$ cat src/rtl/sdc_pkg.sv
package sdc_pkg;
    localparam int WORD_W      = 16;
    localparam int RSP_WORDS   = 8;
    localparam int RSP_W       = WORD_W * RSP_WORDS;
    localparam int RSP_BYTES   = RSP_W / 8;
    localparam int SHORT_BYTES = 4;
    localparam int CNT_W       = $clog2(RSP_BYTES + 1);
    localparam int IDX_W       = 6;
    localparam int ARG_W       = 2 * WORD_W;

    localparam int ST_DONE  = 0;
    localparam int ST_STOP  = 2;
    localparam int ST_TMO   = 7;
    localparam int ST_CERR  = 14;
    localparam int CTRL_EN_BIT = 11;
    localparam logic [IDX_W-1:0] STOP_IDX = 6'd12;

    localparam logic [2:0] RT_NONE = 3'd0;
    localparam logic [2:0] RT_R1   = 3'd1;
    localparam logic [2:0] RT_R2   = 3'd2;
    localparam logic [2:0] RT_R3   = 3'd3;
    localparam logic [2:0] RT_R6   = 3'd6;

    localparam logic [31:0] SHORT_ERR_MASK = 32'hFDF9_0000;
    localparam logic [15:0] RCA_ERR_MASK   = 16'hE008;

    typedef enum logic [2:0] {
        SEL_CMD      = 3'd0,
        SEL_ARG_LO   = 3'd1,
        SEL_ARG_HI   = 3'd2,
        SEL_CTRL     = 3'd3,
        SEL_STAT_CLR = 3'd4
    } reg_sel_e;

    typedef enum logic [1:0] {
        CK_BCAST    = 2'd0,
        CK_BCAST_RS = 2'd1,
        CK_ADDR     = 2'd2,
        CK_ADDR_DAT = 2'd3
    } cmd_kind_e;

    typedef struct packed {
        logic             dir;
        cmd_kind_e        kind;
        logic             busy;
        logic [2:0]       rtype;
        logic             init;
        logic [IDX_W-1:0] idx;
    } cmd_fields_t;

    function automatic logic [CNT_W-1:0] need_bytes(input logic [2:0] rt);
        case (rt)
            RT_R1, RT_R3, RT_R6: return CNT_W'(SHORT_BYTES);
            RT_R2:               return CNT_W'(RSP_BYTES);
            default:             return '0;
        endcase
    endfunction
endpackage

$ cat src/rtl/sdc_cmd_decode.sv
module sdc_cmd_decode
    import sdc_pkg::*;
(
    input  logic [WORD_W-1:0] word,
    output cmd_fields_t       fields
);
    logic unused_bits;
    assign unused_bits = ^{word[14], word[6]};

    always_comb begin
        fields.idx   = word[5:0];
        fields.init  = word[7];
        fields.rtype = word[10:8];
        fields.busy  = word[11];
        fields.kind  = cmd_kind_e'(word[13:12]);
        fields.dir   = word[15];
    end
endmodule

$ cat src/rtl/sdc_resp_eval.sv
module sdc_resp_eval
    import sdc_pkg::*;
(
    input  logic [2:0]       rtype,
    input  logic [CNT_W-1:0] count,
    input  logic [RSP_W-1:0] bytes,
    output logic             timeout,
    output logic             card_err,
    output logic             keep,
    output logic [RSP_W-1:0] words
);
    logic [CNT_W-1:0] need;
    logic [31:0]      short_word;
    logic [15:0]      rca_word;

    assign need       = need_bytes(rtype);
    assign timeout    = (need != '0) && (count < need);
    assign keep       = (need != '0) && !timeout;
    assign short_word = {bytes[7:0], bytes[15:8], bytes[23:16], bytes[31:24]};
    assign rca_word   = {bytes[23:16], bytes[31:24]};

    always_comb begin
        card_err = 1'b0;
        if (!timeout) begin
            if (rtype == RT_R1)
                card_err = |(short_word & SHORT_ERR_MASK);
            else if (rtype == RT_R6)
                card_err = |(rca_word & RCA_ERR_MASK);
        end
    end

    // word k of the byte stream (big-endian pair) lands in slot RSP_WORDS-1-k
    for (genvar k = 0; k < RSP_WORDS; k++) begin : g_pack
        logic [WORD_W-1:0] pair;
        assign pair = bytes[k*WORD_W +: WORD_W];
        assign words[(RSP_WORDS-1-k)*WORD_W +: WORD_W] = {pair[7:0], pair[15:8]};
    end
endmodule

$ cat src/rtl/sdc_cmd_host.sv
module sdc_cmd_host
    import sdc_pkg::*;
(
    input  logic             clk,
    input  logic             rst,
    input  logic             wr_en,
    input  logic [2:0]       wr_sel,
    input  logic [WORD_W-1:0] wr_data,
    output logic             card_req,
    output logic [IDX_W-1:0] card_index,
    output logic [ARG_W-1:0] card_arg,
    input  logic             card_ack,
    input  logic [CNT_W-1:0] card_count,
    input  logic [RSP_W-1:0] card_bytes,
    output logic             enable,
    output logic [WORD_W-1:0] status,
    output logic [RSP_W-1:0] rsp_flat,
    output logic             xfer_active,
    output logic             xfer_dir,
    output logic             fifo_clear
);
    cmd_fields_t       dec;
    reg_sel_e          sel;
    logic              enable_q, req_q, stop_q, xact_q, xdir_q, fclr_q;
    logic [2:0]        rtype_q;
    logic [IDX_W-1:0]  idx_q;
    logic [ARG_W-1:0]  arg_q, arg_out_q;
    logic [WORD_W-1:0] status_q, status_nxt;
    logic [RSP_W-1:0]  rsp_q, words;
    logic              tmo, cerr, keep;
    logic              cmd_take, init0, issue, ack_take, stat_clr, ctrl_wr, disable_wr;
    logic              unused_busy;

    sdc_cmd_decode u_dec (
        .word   (wr_data),
        .fields (dec)
    );

    sdc_resp_eval u_eval (
        .rtype    (rtype_q),
        .count    (card_count),
        .bytes    (card_bytes),
        .timeout  (tmo),
        .card_err (cerr),
        .keep     (keep),
        .words    (words)
    );

    // busy only promotes R1 to R1b, which needs no different handling here
    assign unused_busy = dec.busy;

    assign sel        = reg_sel_e'(wr_sel);
    assign cmd_take   = wr_en && (sel == SEL_CMD) && enable_q && !req_q;
    assign init0      = cmd_take && dec.init && (dec.idx == '0);
    assign issue      = cmd_take && !init0;
    assign ack_take   = req_q && card_ack;
    assign stat_clr   = wr_en && (sel == SEL_STAT_CLR);
    assign ctrl_wr    = wr_en && (sel == SEL_CTRL);
    assign disable_wr = ctrl_wr && !wr_data[CTRL_EN_BIT];

    always_comb begin
        status_nxt = status_q;
        if (stat_clr)
            status_nxt = status_nxt & ~wr_data;
        if (ack_take) begin
            status_nxt[ST_CERR] = cerr;
            if (tmo) begin
                status_nxt[ST_TMO] = 1'b1;
            end else begin
                status_nxt[ST_DONE] = 1'b1;
                if (stop_q)
                    status_nxt[ST_STOP] = 1'b1;
            end
        end
        if (init0)
            status_nxt[ST_DONE] = 1'b1;
        if (disable_wr)
            status_nxt = '0;
    end

    always_ff @(posedge clk) begin
        if (rst) begin
            enable_q  <= 1'b0;
            req_q     <= 1'b0;
            stop_q    <= 1'b0;
            xact_q    <= 1'b0;
            xdir_q    <= 1'b0;
            fclr_q    <= 1'b0;
            rtype_q   <= RT_NONE;
            idx_q     <= '0;
            arg_q     <= '0;
            arg_out_q <= '0;
            status_q  <= '0;
            rsp_q     <= '0;
        end else begin
            fclr_q   <= disable_wr;
            status_q <= status_nxt;
            if (ctrl_wr)
                enable_q <= wr_data[CTRL_EN_BIT];
            if (wr_en && sel == SEL_ARG_LO)
                arg_q[WORD_W-1:0] <= wr_data;
            if (wr_en && sel == SEL_ARG_HI)
                arg_q[ARG_W-1:WORD_W] <= wr_data;
            if (cmd_take)
                rsp_q <= '0;
            if (issue) begin
                req_q     <= 1'b1;
                idx_q     <= dec.idx;
                rtype_q   <= dec.rtype;
                stop_q    <= (dec.idx == STOP_IDX);
                arg_out_q <= arg_q;
                if (dec.kind == CK_ADDR_DAT) begin
                    xact_q <= 1'b1;
                    xdir_q <= dec.dir;
                    fclr_q <= 1'b1;
                end else begin
                    xact_q <= 1'b0;
                end
            end
            if (ack_take) begin
                req_q <= 1'b0;
                if (keep)
                    rsp_q <= words;
            end
        end
    end

    assign card_req    = req_q;
    assign card_index  = idx_q;
    assign card_arg    = arg_out_q;
    assign enable      = enable_q;
    assign status      = status_q;
    assign rsp_flat    = rsp_q;
    assign xfer_active = xact_q;
    assign xfer_dir    = xdir_q;
    assign fifo_clear  = fclr_q;
endmodule

$ cat config.mk
export PLATFORM = sky130hd
export DESIGN_NAME = sdc_cmd_host
export DESIGN_NICKNAME = d
export VERILOG_FILES = /design/src/rtl/sdc_pkg.sv /design/src/rtl/sdc_cmd_decode.sv /design/src/rtl/sdc_resp_eval.sv /design/src/rtl/sdc_cmd_host.sv
export SDC_FILE = /design/constraint.sdc
export NUM_CORES = 1
export LEC_CHECK = 0
export BUFFER_PORTS_ARGS = -buffer_cell sky130_fd_sc_hd__buf_4
export CORE_MARGIN = 4
export CORE_UTILIZATION = 49
export CTS_BUF_LIST = sky130_fd_sc_hd__clkbuf_2
export CTS_CLUSTER_SIZE = 14
export DETAILED_ROUTE_END_ITERATION = 16
export GPL_ROUTABILITY_DRIVEN = 0
export MAX_ROUTING_LAYER = met4
export PLACE_DENSITY = 0.93
export SETUP_SLACK_MARGIN = 0.02
export SLEW_MARGIN = 20
export SYNTH_ARGS = -nofsm -noshare
export SYNTH_HDL_FRONTEND = slang
export SYNTH_SLANG_ARGS = --single-unit
$ cat constraint.sdc
create_clock -name clk -period 3 [get_ports clk]
set_clock_uncertainty 0.2 [all_clocks]
set_input_delay 0.15 -clock clk [delete_from_list [all_inputs] [get_ports clk]]
set_output_delay 0.15 -clock clk [all_outputs]
set_load 0.01 [all_outputs]
==> run metrics, run 1 <==
CTS sink cnt=223; cells after synthesis=approximately 1000; Yosys top cell by area=dfxtp_1; synthesized area per cell=approximately 8.1 sq um; Post-synth EDFFs=0; simple-gate portion of the synthesized area=0.256; Boundary Pins=approximately 340; CTS max path bufs=3; initial core utilization=0.504; Synth Register Bits=about 220; H-tree levels=2; CTS Hold Buffers Added=about 320; synthesized net count=around 1200; port bufs=between 300 and 400; main combinational cell family by area after synthesis=simple AND/OR/NAND/NOR gates; top post-synthesis cells by area=dfxtp_1, nand2_1, a21oi_1; Cell Area, Synth=8100 sq um; Synth Area in Compound Gates=0.141; status=did not finish; Ys Warns=0; Failed at=4_1_cts; post-cts sizing count=0; Horiz. Die Dim=between 100 and 150 microns; Primary FF master, synth=dfxtp_1; Clock Tree Root=clkbuf_2; Yosys top cell area share=0.551; postcts setup bufs=0; TritonCTS buffer count=54; Cell variety after synth=37; Error=[ERROR RSZ-0060] Max buffer count reached.; # rows=46; Die Ht=about 140 microns; Post-synth ARST share=0; sequential-to-total area share from yosys stat=0.551; XOR/XNOR Fraction of Synth Area=0; Synth Area in Adders=0.00154; DP HPWL=about 19 mm; mux contribution to synthesized area=0
-- Yosys cell counts, types with 3 or more instances --
cell type and n:
a21oi_1 209, inv_1 3, buf_2 34, clkbuf_1 33, nor4_1 3, and3_1 14, nor2_1 13, buf_1 7
nand2_1 293, nand3_1 131, buf_6 4, buf_4 4, dfxtp_1 223, nand2b_1 5, o21ai_0 3
-- per-stage QoR --
stage / instances / util / cell area (sq um) / hold WS, ns / setup WS [ns]
detailed placement: 1493 / 0.669 / 10700 / 0.206 / 0.307
global placement: 1493 / 0.669 / 10700 / 0.196 / 0.408
floorplan: 1005 / - / 8100 / 0.0860 / 0.862
-- kinds of logic after synthesis --
family	count (synthesis)
simple gates	475
flops	223
compound gates	221
buf+inv	85
fa+ha+maj	1
==> run 2: changes to the inputs <==
Settings changed: CORE_UTILIZATION 49 to 40, CTS_BUF_LIST sky130_fd_sc_hd__clkbuf_2 to unset, CTS_CLUSTER_SIZE 14 to unset, MAX_ROUTING_LAYER met4 to unset, PLACE_DENSITY 0.93 to unset, PLACE_DENSITY_LB_ADDON set to 0.15, SETUP_SLACK_MARGIN 0.02 to unset.
==> run metrics, run 2 <==
critical path class=reg2reg; Yosys top cell by area=dfxtp_1; fin crit share=0.934; area delta synth->final=65.4%; R2R depth=11; critical-path cell list=nand2b_1 -> nor2_1 -> inv_1 -> ha_2 -> nor3_4 -> a21oi_4 -> o221ai_4 -> buf_8 -> nand3_1 -> a21oi_1 -> dlygate4sd3_1; Fmax=357 MHz; gr usage total=0.243; Total Nets Final=around 1600; crit path DAT=3.04 ns; port bufs=340 (unchanged); Slew @ Worst Pin=0.709 ns; initial antenna violation count=0; Leak=between 5 and 6 nW; synthesized area per cell=8.06 sq um (unchanged); maxcap violations=0; per-cell routed wire length=between 15 and 20 microns; Worst Hold Depth=3; CTS max path bufs=3 (unchanged); final setup fails=0; worst setup margin=0.198 ns; cell depth of the worst setup path=11; DP HPWL=18.8 mm (+1.2%); Pwr per Cell Area=482 nW/um^2; Die Ht=150 microns (+10%); Worst Hold Class=in2reg; HP Start=card_ack; CTS tree=yes; drt first-iter violations=between 400 and 500; CP peak stage delay=0.58 ns; Yosys top cell area share=0.551 (unchanged); placed insts=1551 (+3.9%); RSZ-0062 raised after global routing=false; Final Non-Filler Cells=around 1800; Primary FF master, synth=dfxtp_1; commonest non-fill, non-tap cells in the layout=buf_4, nand2_1, dfxtp_1; Synth Register Bits=223 (unchanged); Post-Place Worst Slack=0.337 ns (+0.0306 ns); count leader, synth=nand2_1; H-tree levels=1 (-1); worst hold margin=around 0.15 ns; share of cells above drive strength 1=0.279; TritonCTS buffer count=24 (-56%); Worst Hold Path EP=card_req; via/cell ratio=about 5.0; DRT antenna net count=0; initial core utilization=0.411 (-0.0936); CTS sink cnt=223 (unchanged); element type at the critical path end=flop; clock transition at the registers of the reported paths=about 0.060 ns; DR pass1 iterations=4; total gr overflow=0; Post-synth EDFFs=0 (unchanged); Fin. Hold Viols=0; largest net degree at the start of global routing=about 100; clk_lat worst skew=~0.50 ns; r2r endpoint=rsp_flat[122]; Post-synth ARST share=0 (unchanged); DR vias=~8900; CP bufs+invs=3; max FFs per register=between 100 and 150; top post-synthesis cells by area=dfxtp_1, nand2_1, a21oi_1; DRC violations left=0; synthesized net count=1162 (unchanged); internal reg-to-reg setup slack=0.20 ns; status=finished clean; DIE AREA=approximately 23000 sq um; min Tclk post-route=about 2.8 ns; element type at the critical path start=flop; Power, Total=approximately 6.5 mW; Slew HR=0.526; Boundary Pins=343 (unchanged); crit-path leading delay family=buffers and inverters; Cell Area, Synth=8100 sq um (unchanged); # rows=51 (+11%); cells after synthesis=1005 (unchanged); TNS Setup=0 ns; Horiz. Die Dim=150 microns (+10%); slowest cell on the critical path=dlygate4sd3_1; sequential-to-total area share from yosys stat=0.551 (unchanged); Cell variety after synth=37 (unchanged); vias in the first global route=just under 9000; Commonest cells post-synth=nand2_1, dfxtp_1, a21oi_1; Clock Tree Root=clkbuf_16; WL final=30.0 mm; Pins Over Slew Limit=0; most common cell after layout, fill and taps aside=buf_4; Critical R2R Launch=rtype_q[0]; core area=19700 sq um; Ys Warns=0 (unchanged); worst vdd ir=about 0.42 mV; first-pass GRT wire length=approximately 45 mm; crit path max fanout=8; Worst EP required=3.24 ns
-- run 2: cell counts after synthesis --
No cell type changed its count.
-- run 2: what timing repair did --
action                                  4_1_cts  5_1_grt
endpoints found under the hold margin       203        0
hold buffers                                162        0
gates resized for setup                       0        7
endpoints found under the setup margin        0        5
buffers inserted                              0        4
-- run 2: worst max-delay path by stage --
stage / startpoint / to
after floorplan: rtype_q[0] / rsp_flat[87]
after global placement: rtype_q[0] / rsp_flat[101]
after detailed placement: rtype_q[0] / rsp_flat[95]
after CTS: rtype_q[0] / rsp_flat[120]
after global routing: rtype_q[0] / rsp_flat[122]
final: rtype_q[0] / rsp_flat[122]
-- run 2: where the power goes --
part | switching, mW | leakage, nW | internal (mW)
Sequential | 0.00516 | 1.80 | 2.97
Clock | 1.17 | 0.398 | 1.84
Combinational | 0.183 | 3.25 | 0.281
-- run 2: tightest hold or removal path, stage by stage --
cell and delay (ns):
buf_4 0.07, and2_0 0.49, nor3_1 0.10
-- run 2: routing by layer --
layer | wire length (microns) | part of all wire | track usage
met5 | 0 | 0 | 0
met4 | 913 | 0.030 | 0.0801
met3 | 2050 | 0.068 | 0.0470
met2 | 15200 | 0.51 | 0.423
met1 | 11900 | 0.39 | 0.303
-- run 2: kinds of logic (layout without fill, tap and decap cells) --
family,count (synthesis),after routing,synth area share
and+or+nand+nor,475,475,0.256
adders and majority gates,1,1,0.00154
other,0,2,0
AOI/OAI and AO/OA,221,222,0.141
buffers and inverters,85,575,0.0502
DFF,223,223,0.551
-- run 2: per-stage QoR --
| step | instance area [sq um] | util |
|---|---|---|
| 2_1_floorplan | 8100 | - |
| 3_3_place_gp | 10900 | 0.552 |
| 3_5_place_dp | 10900 | 0.552 |
| 4_1_cts | 13300 | 0.675 |
| 5_1_grt | 13400 | 0.679 |
| 6_report | 13400 | 0.679 |
-- run 2: cell type report --
type / count / area [sq um]
clock inverters: 6 / 82.6
diodes: 2 / 5.00
fillers: 1580 / 6320
inverters: 3 / 11.3
clock buffers: 37 / 731
flip-flops and latches: 223 / 4460
well taps: 265 / 332
repair buffers: 529 / 4480
multi-input cells: 698 / 3300
Power figures use the tool's default switching activity.
